==> config.mk <==
export PLATFORM = sky130hd
export DESIGN_NAME = kmap_nearest
export DESIGN_NICKNAME = d
export VERILOG_FILES = /design/src/rtl/kmap_pkg.sv /design/src/rtl/kmap_sqdiff.sv /design/src/rtl/kmap_cent_store.sv /design/src/rtl/kmap_nearest.sv
export SDC_FILE = /design/constraint.sdc
export NUM_CORES = 1
export LEC_CHECK = 0
export ABC_AREA = 1
export BUFFER_PORTS_ARGS = -buffer_cell sky130_fd_sc_hd__buf_2
export CAP_MARGIN = 20
export CELL_PAD_IN_SITES_DETAIL_PLACEMENT = 0
export CELL_PAD_IN_SITES_GLOBAL_PLACEMENT = 2
export CORE_MARGIN = 2
export CORE_UTILIZATION = 35
export DETAILED_ROUTE_END_ITERATION = 10
export GPL_TIMING_DRIVEN = 0
export PLACE_DENSITY_LB_ADDON = 0.1
export SLEW_MARGIN = 20
export SYNTH_ARGS = -nofsm -noshare
export SYNTH_HDL_FRONTEND = slang
export SYNTH_SLANG_ARGS = --single-unit
==> constraint.sdc <==
create_clock -name clk -period 13.7 [get_ports clk]
set_input_delay 2.055 -clock clk [delete_from_list [all_inputs] [get_ports clk]]
set_output_delay 2.055 -clock clk [all_outputs]
set_load 0.01 [all_outputs]
==> src/rtl/kmap_pkg.sv <==
package kmap_pkg;
    typedef enum logic [1:0] {
        ST_IDLE = 2'd0,
        ST_RUN  = 2'd1,
        ST_OUT  = 2'd2
    } kmap_state_e;
endpackage

==> src/rtl/kmap_sqdiff.sv <==
module kmap_sqdiff #(
    parameter int CW  = 8,
    parameter int SQW = 2 * CW + 2
) (
    input  logic [CW-1:0]  a_i,
    input  logic [CW-1:0]  b_i,
    output logic [SQW-1:0] sq_o
);
    logic signed [CW:0] diff;
    logic        [CW:0] mag;

    always_comb begin
        diff = $signed({a_i[CW-1], a_i}) - $signed({b_i[CW-1], b_i});
        mag  = diff[CW] ? (~diff + 1'b1) : diff;
        sq_o = {{(SQW - 2*CW - 2){1'b0}}, mag} * {{(SQW - 2*CW - 2){1'b0}}, mag};
    end
endmodule

==> src/rtl/kmap_cent_store.sv <==
module kmap_cent_store #(
    parameter int K  = 4,
    parameter int D  = 3,
    parameter int CW = 8,
    parameter int KW = 2,
    parameter int DW = 2,
    parameter int AW = 4
) (
    input  logic          clk,
    input  logic          rst_n,
    input  logic          we_i,
    input  logic          lock_i,
    input  logic [AW-1:0] addr_i,
    input  logic [CW-1:0] data_i,
    input  logic [KW-1:0] rd_k_i,
    input  logic [DW-1:0] rd_d_i,
    output logic [CW-1:0] rd_o,
    output logic          full_o
);
    localparam int NW = K * D;

    logic [NW*CW-1:0] mem_d, mem_q;
    logic [NW-1:0]    seen_d, seen_q;

    always_comb begin
        mem_d  = mem_q;
        seen_d = seen_q;
        if (we_i && !lock_i && (int'(addr_i) < NW)) begin
            mem_d[int'(addr_i)*CW +: CW] = data_i;
            seen_d[int'(addr_i)]         = 1'b1;
        end
    end

    always_ff @(posedge clk) begin
        if (!rst_n) begin
            mem_q  <= '0;
            seen_q <= '0;
        end else begin
            mem_q  <= mem_d;
            seen_q <= seen_d;
        end
    end

    assign rd_o   = mem_q[(int'(rd_k_i)*D + int'(rd_d_i))*CW +: CW];
    assign full_o = &seen_q;

    AST_LOCKED_WRITE: assert property (@(posedge clk) disable iff (!rst_n)
        (we_i && lock_i) |=> $stable(mem_q));
    AST_FULL_STAYS: assert property (@(posedge clk) disable iff (!rst_n)
        full_o |=> full_o);
endmodule

==> src/rtl/kmap_nearest.sv <==
module kmap_nearest #(
    parameter int K  = 4,
    parameter int D  = 3,
    parameter int CW = 8,
    localparam int KW   = (K > 1) ? $clog2(K) : 1,
    localparam int DW   = (D > 1) ? $clog2(D) : 1,
    localparam int NW   = K * D,
    localparam int AW   = (NW > 1) ? $clog2(NW) : 1,
    localparam int PW   = D * CW,
    localparam int SQW  = 2 * CW + 2,
    localparam int ACCW = SQW + ((D > 1) ? $clog2(D) : 0)
) (
    input  logic          clk,
    input  logic          rst_n,
    input  logic          ld_we,
    input  logic [AW-1:0] ld_addr,
    input  logic [CW-1:0] ld_data,
    output logic          loaded,
    input  logic          in_valid,
    output logic          in_ready,
    input  logic [PW-1:0] in_point,
    output logic          out_valid,
    input  logic          out_ready,
    output logic [KW-1:0] out_key,
    output logic [PW-1:0] out_point
);
    import kmap_pkg::*;

    typedef struct packed {
        kmap_state_e     st;
        logic [KW-1:0]   k;
        logic [DW-1:0]   d;
        logic [ACCW-1:0] acc;
        logic [ACCW-1:0] best;
        logic [KW-1:0]   key;
        logic [PW-1:0]   pt;
    } work_t;

    work_t r_d, r_q;

    logic [CW-1:0]   cent_w;
    logic [CW-1:0]   coord_w;
    logic [SQW-1:0]  sq_w;
    logic [ACCW-1:0] sum_w;
    logic            full_w;

    kmap_cent_store #(
        .K(K), .D(D), .CW(CW), .KW(KW), .DW(DW), .AW(AW)
    ) u_store (
        .clk    (clk),
        .rst_n  (rst_n),
        .we_i   (ld_we),
        .lock_i (r_q.st != ST_IDLE),
        .addr_i (ld_addr),
        .data_i (ld_data),
        .rd_k_i (r_q.k),
        .rd_d_i (r_q.d),
        .rd_o   (cent_w),
        .full_o (full_w)
    );

    assign coord_w = r_q.pt[int'(r_q.d)*CW +: CW];

    kmap_sqdiff #(.CW(CW), .SQW(SQW)) u_sq (
        .a_i  (coord_w),
        .b_i  (cent_w),
        .sq_o (sq_w)
    );

    always_comb begin
        r_d   = r_q;
        sum_w = ((r_q.d == '0) ? '0 : r_q.acc) + {{(ACCW-SQW){1'b0}}, sq_w};
        unique case (r_q.st)
            ST_IDLE: begin
                if (in_valid && full_w) begin
                    r_d.st = ST_RUN;
                    r_d.k  = '0;
                    r_d.d  = '0;
                    r_d.pt = in_point;
                end
            end
            ST_RUN: begin
                r_d.acc = sum_w;
                if (r_q.d == DW'(D - 1)) begin
                    r_d.d = '0;
                    if ((r_q.k == '0) || (sum_w < r_q.best)) begin
                        r_d.best = sum_w;
                        r_d.key  = r_q.k;
                    end
                    if (r_q.k == KW'(K - 1)) begin
                        r_d.st = ST_OUT;
                    end else begin
                        r_d.k = r_q.k + 1'b1;
                    end
                end else begin
                    r_d.d = r_q.d + 1'b1;
                end
            end
            ST_OUT: begin
                if (out_ready) begin
                    r_d.st = ST_IDLE;
                end
            end
            default: r_d.st = ST_IDLE;
        endcase
    end

    always_ff @(posedge clk) begin
        if (!rst_n) begin
            r_q <= '{st: ST_IDLE, default: '0};
        end else begin
            r_q <= r_d;
        end
    end

    assign loaded    = full_w;
    assign in_ready  = (r_q.st == ST_IDLE) && full_w;
    assign out_valid = (r_q.st == ST_OUT);
    assign out_key   = r_q.key;
    assign out_point = r_q.pt;

    AST_OUT_HOLD: assert property (@(posedge clk) disable iff (!rst_n)
        (out_valid && !out_ready) |=> (out_valid && $stable(out_key) && $stable(out_point)));
    AST_NO_TAKE_WHILE_OUT: assert property (@(posedge clk) disable iff (!rst_n)
        out_valid |-> !in_ready);
    AST_READY_NEEDS_LOAD: assert property (@(posedge clk) disable iff (!rst_n)
        in_ready |-> loaded);
    AST_KEY_RANGE: assert property (@(posedge clk) disable iff (!rst_n)
        out_valid |-> (out_key <= KW'(K - 1)));
    AST_OUT_AFTER_RUN: assert property (@(posedge clk) disable iff (!rst_n)
        $rose(out_valid) |-> $past(r_q.st == ST_RUN));
    AST_ACCEPT_STARTS: assert property (@(posedge clk) disable iff (!rst_n)
        (in_valid && in_ready) |=> (!in_ready && !out_valid));
endmodule

# After elaboration in Yosys (flattened, before gate mapping)

Index checks and enable logic that the tools add are counted.

ROM bits: 0
Memories kept: 0
Memory bits (writable): 0
Bits in latches: 0
Output and inout port bits: 29
Input port bits: 41
Logic and storage cells: 68
Register bits after elaboration: 180

Div/mod/pow operators: 0
Shifts and indexed selects: 4
Bitwise logic cells: 2
Multipliers: 2
Equal/unequal tests: 9
Order comparisons: 4
Reduce and logical (&&, ||, !) cells: 18
Multiplexer cells: 13
Add/subtract/negate cells: 7

Operators with widths:

| kind                                                  | number |
|---|---|
| bitwise mux 96 bit                                    | 1 |
| variable shift 8 x 33 -> 96 bit, first input constant | 1 |
| variable part select 8 x 33 -> 96 bit                 | 1 |
| variable part select 96 x 32 -> 8 bit                 | 1 |
| negator 7 -> 33 bit                                   | 1 |
| adder 29 x 3 -> 29 bit                                | 1 |
| variable part select 24 x 6 -> 8 bit                  | 1 |
| adder 20 x 18 -> 20 bit                               | 1 |
| < comparator 20 bit                                   | 1 |
| two-way mux 20 bit                                    | 1 |
| multiplier 9 x 9 -> 18 bit                            | 1 |
| bitwise OR 12 bit                                     | 1 |
| AND reduction 12 bit                                  | 1 |
| adder 9 x 1 -> 9 bit, second input constant           | 1 |
| two-way mux 9 bit                                     | 1 |
| inverter 9 bit                                        | 1 |
| subtractor 8 x 8 -> 9 bit                             | 1 |
| two-way mux 2 bit                                     | 4 |
| inequality test 2 bit, second input constant          | 4 |
| one-hot mux 4 bit (2 select lines)                    | 1 |
| AND reduction 4 bit                                   | 2 |
| == test 2 bit, second input constant                  | 3 |
| logical NOT 2 bit                                     | 3 |
| two-way mux 6 bit                                     | 1 |
| other kinds (17)                                      | 24 |

# Depth between registers and ports, before layout

Gate-level depths: netlist of run 1.

Depth in word-level cells: 12
Mapped depth: 63
Mapped depth without buffers: 61

# Modules after synthesis

From an unflattened synthesis of run 1, not the netlist that was laid out.

Cells, all modules: 2192
Area total of the unflattened synthesis: 13925.9 µm²

By module, submodules not included:

| module          | instances | area each (µm²) | cells an instance |
|---|---|---|---|
| kmap_cent_store | 1         | 6084.6          | 980 |
| kmap_nearest    | 1         | 4947.2          | 803 |
| kmap_sqdiff     | 1         | 2894.0          | 409 |

# Worst setup path before layout of run 1

OpenSTA, ideal clock, no wires.

Path type: flip-flop to flip-flop
From: reg r_q[68] (netlist bit)
To: reg r_q[44] (netlist bit)
Slack: 4.103 ns
Cell stages (with the launch flop): 59
Data arrival time: 9.484 ns
Required time: 13.587 ns
Setup time: 0.113 ns
Period minus slack after synthesis: 9.597 ns
Path buffers: 3
Cells stage by stage: dfxtp_1 inv_1 ha_1 inv_1 fa_1 clkbuf_1 inv_1 clkbuf_1 a21oi_1 a221oi_1 nor3_1 nor3b_1 ha_1 inv_1 fa_1 inv_1 ha_1 inv_1 [... 23 more ...] nor2_1 o21ai_0 nand2_1 nand3_1 xor2_1 ha_1 nand2_1 nor2_1 nand2_1 nor4_1 nand2_1 nand3_1 nand2_1 nand2_1 buf_2 nand2_1 nand2_1 nor2_1

Word-level cells in the longest chain between the ends: 12

Ends and longest elaborated chain:

| what                                      | RTL line              | text |
|---|---|---|
| from (decl)                               | kmap_nearest.sv:39    | `work_t r_d, r_q;` |
| from (signal assigned)                    | kmap_nearest.sv:112   | `r_q <= r_d;` |
| multiplier 2 x 2 -> 4 bit (*)             | kmap_cent_store.sv:44 | `assign rd_o = mem_q[(int'(rd_k_i)*D + int'(rd_d_i))*CW +: CW];` |
| adder 29 x 3 -> 29 bit (*)                | kmap_cent_store.sv:44 |  |
| variable part select 96 x 32 -> 8 bit (*) | kmap_cent_store.sv:44 |  |
| subtractor 8 x 8 -> 9 bit (*)             | kmap_sqdiff.sv:13     | `diff = $signed({a_i[CW-1], a_i}) - $signed({b_i[CW-1], b_i});` |
| inverter 9 bit                            | kmap_sqdiff.sv:14     | `mag = diff[CW] ? (~diff + 1'b1) : diff;` |
| adder 9 x 1 -> 9 bit                      | kmap_sqdiff.sv:14     |  |
| two-way mux 9 bit (*)                     | kmap_sqdiff.sv:14     |  |
| multiplier 9 x 9 -> 18 bit (*)            | kmap_sqdiff.sv:15     | `sq_o = {{(SQW - 2*CW - 2){1'b0}}, mag} * {{(SQW - 2*CW - 2){1'b0}}, mag};` |
| adder 20 x 18 -> 20 bit (*)               | kmap_nearest.sv:72    | `sum_w = ((r_q.d == '0) ? '0 : r_q.acc) + {{(ACCW-SQW){1'b0}}, sq_w};` |
| named net sum_w[18]                       | kmap_nearest.sv:44    | `logic [ACCW-1:0] sum_w;` |
| < comparator 20 bit                       | kmap_nearest.sv:86    | `if ((r_q.k == '0) \|\| (sum_w < r_q.best)) begin` |
| logical OR 1 bit                          | kmap_nearest.sv:86    |  |
| AND reduction 3 bit (no line)             | -                     |  |

The timed path passes the listed nets; every way through them passes the cells marked *.
A chain may end at the register's enable or synchronous reset.

# Final worst setup path of run 1

From: reg r_q[68] (netlist bit)
To: reg r_q[42] (netlist bit)

Word-level cells in the longest chain between the ends: 12

Ends and longest elaborated chain:

| what                                      | RTL line |
|---|---|
| multiplier 2 x 2 -> 4 bit (*)             | kmap_cent_store.sv:44 |
| adder 29 x 3 -> 29 bit (*)                | kmap_cent_store.sv:44 |
| variable part select 96 x 32 -> 8 bit (*) | kmap_cent_store.sv:44 |
| subtractor 8 x 8 -> 9 bit (*)             | kmap_sqdiff.sv:13 |
| inverter 9 bit                            | kmap_sqdiff.sv:14 |
| adder 9 x 1 -> 9 bit                      | kmap_sqdiff.sv:14 |
| two-way mux 9 bit (*)                     | kmap_sqdiff.sv:14 |
| multiplier 9 x 9 -> 18 bit (*)            | kmap_sqdiff.sv:15 |
| adder 20 x 18 -> 20 bit (*)               | kmap_nearest.sv:72 |
| named net sum_w[18]                       | kmap_nearest.sv:44 |
| < comparator 20 bit (*)                   | kmap_nearest.sv:86 |
| logical OR 1 bit (*)                      | kmap_nearest.sv:86 |
| AND reduction 3 bit (no line) (*)         | - |

Marks and branches as above.

==> run_results.csv, run 1 <==
group,metric,value,unit
run_status,status,"finished, final reports clean",
sta,maxSlewHeadroom,0.3539,
critical_path,arrival,12.55,ns
critical_path,r2r_slack,1.55,ns
floorplan,rows,68,
detailed_routing,drc,0,
clocking,numClockSinks,180,
place,portBuffers,67,
finish,diodes,0,
clocking,cts_hold_buf,0,
hold_path,min_path_type,"register to register",
floorplan,pin_count,70,
place,place_congestion,0.8880,
sta,fmax,82.28,MHz
clocking,cts_tree,"done",
finish,nets,2031,
clocking,cts.path.max_buffers,2,
clocking,insertion_delay,0.47,ns
sta,setup_viol_count_final,0,
floorplan,dieArea,36510,um^2
critical_path,critPathCaptureType,"register",
critical_path,required,14.09,ns
synthesis,synth_top_area_share,0.2941,
detailed_routing,num_vias,11400,
critical_path,cp_max_fo,10,
critical_path,crit_type,"register to register",
global_routing,grt_pass1_wl,63540,um
clocking,clk_pin_slew_worst_paths,0.08,ns
synthesis,synth_edf_count,0,
synthesis,yosys.area.top_type,"dfxtp_1",
sta,totalNegativeSetupSlack,0,ns
floorplan,core-area,34540,um^2
critical_path,cp_slowest_stage_delay,0.73,ns
sta,rsz0062_at_grt,"no",
sta,min_period,12.15,ns
sta,hold_viol,0,
clocking,cts_inserted_buffers,17,
clocking,h-tree-depth,4,
sta,hold_slack,0.4590,ns
sta,skew,0.01872,ns
clocking,root_buffer,"clkbuf_16",
place,dpl_cell_area,13170,um^2
detailed_routing,first_pass_iters,5,
finish,drive_above_1_share,0.09028,
place,placed_cells,2295,
floorplan,start_util,0.3546,
synthesis,yosys_register_bits,180,
detailed_routing,avgRoutedWirePerCell,17.80,um
run,drv_cap,0,
global_routing,grt_use_total,0.2325,
synthesis,synth_ff_type,"dfxtp_1",
clocking,cts_setup_buffers,0,
synthesis,synth_area_leaders,"dfxtp_1 (29%), inv_1 (8.5%), ha_1 (8.4%)",
synthesis,syn_area_per_cell,6.921,um^2
global_routing,grt_overflow,0,
finish,stdcell_area,13750,um^2
critical_path,cp_common_cell,"inv_1",
detailed_routing,postRouteAntennaNets,0,
detailed_routing,drt_iter0_markers,572,
finish,fin_util,0.3982,
critical_path,startpoint_type,"register",
synthesis,async_reset_ff_frac,0,
synthesis,synth-warning-count,0,
detailed_routing,vias_per_cell,4.899,
sta,worst_pin_slew,0.9569,ns
sta,finalCritPeriodShare,0.8871,
floorplan,dieHeight,191.1,um
power,vdd_ir_drop_max,99.53,uV
synthesis,syn_inst,1770,
global_routing,grt_pass1_vias,11260,
synthesis,syn_area,12250,um^2
critical_path,slowest_stage,"xnor2_1",
power,p_leak,6.564,nW
synthesis,synth_cell_types,50,
global_routing,antenna_found_initial,0,
detailed_routing,wirelength,41430,um
floorplan,die_x,191.1,um
finish,instances_no_fill,2327,
global_routing,grt_start_max_net_pins,20,
synthesis,synth_most_common_cell,"inv_1",
place,hpwl,33380,um
power,power_density,81.31,nW/um^2
synthesis,ys_seq_area_frac,0.2941,
finish,syn_to_final_growth,12.28,%
synthesis,synthTopCellsByCount,"inv_1 (279), nor2_1 (270), nand2_1 (249)",
sta,drv_slew,0,
clocking,cts_resized,0,
-- kinds of logic after synthesis --
family                     Yosys count  synth area share
and+or+nand+nor                    659            0.2235
adders and majority gates          131            0.1638
DFF                                180            0.2941
xor gates and xnor gates            21           0.01563
buffers and inverters              382            0.1291
other                                2         0.0006130
AOI/OAI and AO/OA                  395            0.1732
-- worst max-delay path, delay by kind of cell, from the launching register on --
family / cells / cell delay (ns)
buffers and inverters: 12 / 1.53
DFF: 1 / 0.48
and+or+nand+nor: 22 / 2.91
xor gates and xnor gates: 2 / 1.08
adders and majority gates: 11 / 4.62
AOI/OAI and AO/OA: 5 / 1.44
-- worst paths after layout --
check,from,endpoint,cells past startpoint
max,r_q[68]$_SDFFE_PN0P_,r_q[42]$_SDFFE_PN0P_,52
min,r_q[46]$_SDFFE_PN0P_,r_q[46]$_SDFFE_PN0P_,2
max reg2reg,r_q[68]$_SDFFE_PN0P_,r_q[42]$_SDFFE_PN0P_,52
min reg2reg,r_q[46]$_SDFFE_PN0P_,r_q[46]$_SDFFE_PN0P_,2
-- state kept, by name (all words and copies together) (netlist names) --
signal and flops:
r_q 46, u_store.seen_q 12, out_point 24, out_key 2, u_store.mem_q 96
-- per-stage QoR --
stage | setup slack [ns] | total power [mW]
finish | 1.546 | 1.118
global route | 0.6369 | 1.157
CTS | 1.605 | 1.126
detailed placement | 1.620 | 0.6263
global placement | 1.673 | 0.6264
floorplan | 4.103 | 0.5919
-- cells in the final DEF (no fill, tap or decap), types with 4 or more instances in the layout --
master     Yosys  routed
a211oi_1      12      12
a21oi_1      158     158
a22oi_1        7       7
a31oi_1        9       9
buf_2          9      76
buf_4         30      30
clkbuf_1      52      52
clkbuf_16      0      17
conb_1         2       5
dfxtp_1      180     180
fa_1          49      49
ha_1          82      82
inv_1        279     279
inv_2          5       5
inv_8          0       6
nand2_1      249     249
nand2_2        7       7
nand3_1       86      86
nand4_1        6       6
nor2_1       270     270
nor2_2         5       5
nor3_1        22      22
o211ai_1       4       4
o21ai_0      178     178
o21bai_1       4       4
o22ai_1        4       4
o311ai_0       5       5
xnor2_1        4       4
xor2_1        16      16
-- metal layers --
layer,wire length (um),track usage
met1,18200,0.2791
met2,20590,0.4168
met3,1134,0.02937
met4,1500,0.09734
met5,0,0
-- final cells by class --
class,count,area (um^2)
clock buffers,17,425.4
flip-flops and latches,180,3603
clock inverters,15,162.7
inverters,287,1079
plain buffers,95,503.0
multi-input cells,1211,7077
fillers,3834,20790
well taps,455,569.3
repair buffers,67,335.3
-- report_power, final --
| part | switching [mW] | internal (mW) | total, mW |
|---|---|---|---|
| registers | 0.00360 | 0.529 | 0.532 |
| logic | 0.0594 | 0.0227 | 0.0820 |
| clock network | 0.259 | 0.245 | 0.504 |
| total | 0.322 | 0.796 | 1.12 |
No activity file was read; power rests on OpenSTA's default activity.
==> run 2: changes to the inputs <==
CORE_UTILIZATION = 38   (was 35)
clock period = 15.1 ns   (was 13.7 ns; I/O delays follow)
==> run 2 against run 1 <==
  * Clock-buffer cell count unchanged
  * Die area decreased by 7.7%
  * Clock power decreased by 9.9%
  * Clock skew about the same
  * Sequential share of layout area increased by 0.13 points
  * Setup slack improved by 1.6 ns
  * Global-route usage increased by 1.5 points
  * Critical path depth increased by 4
  * First-iteration DRC count increased by 16%
  * Fmax increased by 1.9%
  * Non-clock buffer count unchanged
  * Routed wire length decreased by 2.7%
  * Critical path type unchanged
==> run_results.csv, run 2 (synthesis gave the netlist of run 1 again) <==
group,metric,value,unit
finish,stdcell_area,13680,um^2
power,netSwitchingFraction,0.2859,
finish,instances_no_fill,2275,
detailed_routing,postRouteAntennaNets,0,
sta,maxSlewHeadroom,0.3818,
clocking,cts_resized,0,
hold_path,min_path_type,"register to register",
floorplan,dieArea,33690,um^2
detailed_routing,drc,0,
critical_path,cp_common_cell,"inv_1",
critical_path,crit_family,"adder cells",
floorplan,rows,65,
clocking,cts_inserted_buffers,17,
sta,finalCritPeriodShare,0.7899,
finish,syn_to_final_growth,11.70,%
critical_path,worstReg2RegStart,"r_q[68]$_SDFFE_PN0P_",
finish,drive_above_1_share,0.09028,
critical_path,required,15.49,ns
critical_path,critPathCaptureType,"register",
floorplan,core-area,31640,um^2
power,comb_power_share,0.073,
place,placed_cells,2242,
floorplan,pin_count,70,
critical_path,startpoint_type,"register",
sta,hold_viol,0,
critical_path,cp_max_fo,10,
clocking,insertion_delay,0.47,ns
critical_path,r2r_slack,3.17,ns
detailed_routing,wirelength,40300,um
critical_path,endpoint,"r_q[41]$_SDFFE_PN0P_",
clocking,root_buffer,"clkbuf_16",
sta,rsz0062_at_grt,"no",
critical_path,cp_slowest_stage_delay,0.59,ns
power,p_clk_frac,0.449,
critical_path,reg2reg_to,"r_q[41]$_SDFFE_PN0P_",
floorplan,dieHeight,183.6,um
global_routing,grt_overflow,0,
power,p_leak,6.566,nW
power,seqPwrFrac,0.478,
sta,fmax,83.84,MHz
sta,skew,0.01898,ns
clocking,h-tree-depth,4,
detailed_routing,drt_iter0_markers,664,
finish,largest_register_ff_count,96,
clocking,cts.path.max_buffers,2,
critical_path,path_buf_inv,16,
sta,setup_slack,3.173,ns
clocking,cts_tree,"done",
clocking,numClockSinks,180,
detailed_routing,num_vias,11480,
global_routing,grt_pass1_vias,11400,
power,internal_power,722.1,uW
global_routing,grt_pass1_wl,62690,um
sta,min_period,11.93,ns
power,p_sw,289.1,uW
global_routing,grt_start_max_net_pins,20,
sta,drv_slew,0,
finish,layout_commonest_cell,"inv_1",
detailed_routing,first_pass_iters,5,
critical_path,crit_type,"register to register",
critical_path,worst-r2r-cell-count,56,
place,portBuffers,67,
sta,worst_pin_slew,0.9273,ns
place,place_congestion,0.8990,
place,hpwl,32530,um
detailed_routing,avgRoutedWirePerCell,17.71,um
sta,hold_slack,0.4586,ns
run,drv_cap,0,
finish,mostFrequentLayoutCells,"inv_1 (279), nor2_1 (270), nand2_1 (249)",
clocking,cts_hold_buf,0,
power,vdd_ir_drop_max,86.75,uV
place,place_ws,3.118,ns
critical_path,slowest_stage,"fa_1",
finish,regMostFlops,"u_store.mem_q",
global_routing,grt_use_total,0.2473,
global_routing,antenna_found_initial,0,
finish,nets,2031,
sta,totalNegativeSetupSlack,0,ns
power,power_density,73.90,nW/um^2
critical_path,arrival,12.32,ns
critical_path,cp-startpoint,"r_q[68]$_SDFFE_PN0P_",
critical_path,cp.depth,56,
floorplan,start_util,0.3872,
clocking,clk_pin_slew_worst_paths,0.08,ns
sta,setup_viol_count_final,0,
floorplan,die_x,183.6,um
place,dpl_cell_area,13100,um^2
detailed_routing,vias_per_cell,5.046,
clocking,cts_setup_buffers,0,
run_status,status,"finished, final reports clean",
## run 2: cell types whose count changed in the layout (fill, tap and decap cells not counted), sizes merged
cell / before / now
clkinvlp: 2 / 1
inv: 291 / 293
diode: 0 / 1
clkinv: 9 / 8
## run 2: power by group through the flow
stage               Sequential (mW)  Combinational [mW]  Clock, mW
floorplan                     0.492              0.0446          0
global placement              0.494              0.0734          0
detailed placement            0.494              0.0736          0
CTS                           0.483              0.0738      0.463
global route                  0.483              0.0823      0.482
finish                        0.483              0.0738      0.454
## run 2: final cells by class
class                   count  area (um^2)
diodes                      1        2.502
plain buffers              95        503.0
clock buffers              17        425.4
clock inverters            15        156.4
fillers                  3412        17950
inverters                 287         1079
multi-input cells        1211         7077
flip-flops and latches    180         3603
well taps                 402        503.0
repair buffers             67        335.3
## run 2: layer usage
layer  track usage  up-vias  routed length [um]
met1        0.2959     5347               17540
met5             0        -                   0
met2        0.4444      249               19930
met3       0.03348       64                1306
li1              -     5820                   -
met4        0.1021        0                1524
## run 2: how the worst min path moves through the flow
stage	endpoint	slack, ns	depth (start not counted)	from
after detailed placement	r_q[46]$_SDFFE_PN0P_	0.45	2	r_q[46]$_SDFFE_PN0P_
final	r_q[46]$_SDFFE_PN0P_	0.46	2	r_q[46]$_SDFFE_PN0P_
after global placement	r_q[46]$_SDFFE_PN0P_	0.44	2	r_q[46]$_SDFFE_PN0P_
after global routing	r_q[49]$_SDFFE_PN0P_	0.48	2	r_q[49]$_SDFFE_PN0P_
after CTS	r_q[46]$_SDFFE_PN0P_	0.46	2	r_q[46]$_SDFFE_PN0P_
after floorplan	u_store.mem_q[18]$_SDFFE_PN0P_	0.42	2	u_store.mem_q[18]$_SDFFE_PN0P_
## run 2: through the flow
step,utilization,total power [mW]
after CTS,0.4325,1.020
after global routing,0.4325,1.048
after floorplan,-,0.5371
after global placement,0.4141,0.5675
after detailed placement,0.4141,0.5678
final,0.4325,1.011
## run 2: tightest hold or removal path: stages, from the launching register on
cell	delay (ns)
dfxtp_1	0.30
inv_1	0.06
a21oi_1	0.06
==> run 3: changes to the inputs <==
CORE_UTILIZATION = 35   (was 38)
clock period = 12.1 ns   (was 15.1 ns; I/O delays follow)
==> run 3 against run 2 <==
  * Total power rose by 25%
  * Critical path depth is the same
  * Fmax grew 7.3%
  * Utilization decreased by 3.2 points
  * Via count fell by 0.64%
  * First-iteration DRC count fell by 5.3%
  * Non-clock buffer count is the same
  * Final cell count is 2.3% higher
  * Clock power is 26% higher
  * Largest cell class unchanged
==> run_results.csv, run 3 (synthesis gave the netlist of run 1 again) <==
group,metric,value,unit
sta,hold_viol,0,
clocking,numClockSinks,180,
sta,setup_viol_count_final,0,
clocking,insertion_delay,0.47,ns
power,p_leak,6.591,nW
critical_path,slowest_stage,"fa_2",
critical_path,endpoint,"r_q[42]$_SDFFE_PN0P_",
critical_path,reg2reg_to,"r_q[42]$_SDFFE_PN0P_",
finish,layout_commonest_cell,"inv_1",
global_routing,grt_pass1_wl,63540,um
floorplan,start_util,0.3546,
critical_path,arrival,11.51,ns
critical_path,r2r_slack,0.98,ns
sta,rsz0062_at_grt,"no",
finish,largest_register_ff_count,96,
global_routing,grt.met2_usage,0.4168,
detailed_routing,avgRoutedWirePerCell,17.81,um
critical_path,critPathCaptureType,"register",
power,finalPower,1.265,mW
place,dpl_cell_area,13170,um^2
run_status,status,"finished, final reports clean",
place,place_congestion,0.8880,
floorplan,pin_count,70,
global_routing,grt_start_max_net_pins,20,
critical_path,worstReg2RegStart,"r_q[69]$_SDFFE_PN0P_",
finish,diodes,0,
sta,hold_slack,0.4593,ns
sta,totalNegativeSetupSlack,0,ns
hold_path,min_path_type,"register to register",
global_routing,met1_usage,0.2791,
detailed_routing,vias_per_cell,4.902,
critical_path,worst-r2r-cell-count,56,
power,vdd_ir_drop_max,113.1,uV
global_routing,grt.busiest_layer,"met2",
clocking,clk_pin_slew_worst_paths,0.08,ns
run,drv_cap,0,
finish,stdcell_area,13830,um^2
global_routing,grt_pass1_vias,11260,
finish,drive_above_1_share,0.09829,
clocking,root_buffer,"clkbuf_16",
finish,n_fill_cell,3825,
global_routing,antenna_found_initial,0,
finish,instances_no_fill,2327,
sta,finalCritPeriodShare,0.9187,
floorplan,core-area,34540,um^2
sta,skew,0.01742,ns
global_routing,grt_overflow,0,
critical_path,required,12.50,ns
detailed_routing,wirelength,41450,um
critical_path,cp-startpoint,"r_q[69]$_SDFFE_PN0P_",
finish,regMostFlops,"u_store.mem_q",
sta,maxSlewHeadroom,0.4156,
global_routing,grt_use_total,0.2325,
place,portBuffers,67,
finish,mostFrequentLayoutCells,"inv_1 (279), nor2_1 (270), nand2_1 (248)",
sta,drv_slew,0,
floorplan,rows,68,
critical_path,cp_slowest_stage_delay,0.71,ns
finish,syn_to_final_growth,12.90,%
clocking,h-tree-depth,4,
place,placed_cells,2295,
critical_path,startpoint_type,"register",
floorplan,dieHeight,191.1,um
sta,worst_pin_slew,0.8766,ns
detailed_routing,num_vias,11410,
detailed_routing,first_pass_iters,5,
floorplan,dieArea,36510,um^2
detailed_routing,drt_iter0_markers,629,
clocking,cts_tree,"done",
floorplan,die_x,191.1,um
place,hpwl,33380,um
detailed_routing,drc,0,
detailed_routing,postRouteAntennaNets,0,
critical_path,cp_max_fo,10,
power,power_density,91.47,nW/um^2
global_routing,grt_use_met3,0.02937,
finish,nets,2031,
sta,min_period,11.12,ns
critical_path,crit_type,"register to register",
critical_path,cp_common_cell,"inv_1",
clocking,cts_inserted_buffers,17,
sta,fmax,89.95,MHz
clocking,cts.path.max_buffers,2,
-- run 3: timing repair --
action	CTS	global route
setup buffers	0	1
setup endpoints to repair	0	22
gates resized for setup	0	22
hold buffers	0	0
-- run 3: power by group --
group / internal [mW] / total (mW) / switching [mW]
logic: 0.0257 / 0.0928 / 0.0671
registers: 0.599 / 0.603 / 0.00408
clock network: 0.277 / 0.570 / 0.293
total: 0.901 / 1.27 / 0.364
-- run 3: through the flow --
stage	setup WS (ns)	utilization
floorplan	2.503	-
global placement	0.07343	0.3812
detailed placement	0.01950	0.3812
CTS	0.004866	0.3982
global route	0.03801	0.4004
finish	0.9831	0.4004
-- run 3: metal layers --
layer | wire, um | up-vias | part of all wire
met5 | 0 | - | 0
met4 | 1515 | 0 | 0.037
met3 | 1288 | 62 | 0.031
met2 | 20610 | 201 | 0.50
met1 | 18040 | 5323 | 0.44
li1 | - | 5820 | -
-- run 3: worst min path at each step --
stage,start,slack [ns],cells after the start,endpoint
after floorplan,u_store.mem_q[18]$_SDFFE_PN0P_,0.42,2,u_store.mem_q[18]$_SDFFE_PN0P_
after global placement,r_q[46]$_SDFFE_PN0P_,0.44,2,r_q[46]$_SDFFE_PN0P_
after detailed placement,r_q[46]$_SDFFE_PN0P_,0.45,2,r_q[46]$_SDFFE_PN0P_
after CTS,r_q[47]$_SDFFE_PN0P_,0.46,2,r_q[47]$_SDFFE_PN0P_
after global routing,r_q[30]$_SDFFE_PN0P_,0.48,2,r_q[30]$_SDFFE_PN0P_
final,r_q[46]$_SDFFE_PN0P_,0.46,2,r_q[46]$_SDFFE_PN0P_
-- run 3: cell type report --
cell class | instances | area [um^2] | area share
multi-input cells | 1211 | 7142 | 0.5164
well taps | 455 | 569.3 | 0.04116
inverters | 287 | 1082 | 0.07825
plain buffers | 94 | 501.7 | 0.03628
repair buffers | 68 | 342.8 | 0.02479
flip-flops and latches | 180 | 3605 | 0.2606
clock inverters | 15 | 162.7 | 0.01176
clock buffers | 17 | 425.4 | 0.03076
-- run 3: worst max-delay path: cells and delay by family (launching register included) --
kind,cells,cell delay (ns)
simple gates,23,2.94
flops,1,0.49
compound gates,6,1.02
buf+inv,16,1.51
fa+ha+maj,11,5.09
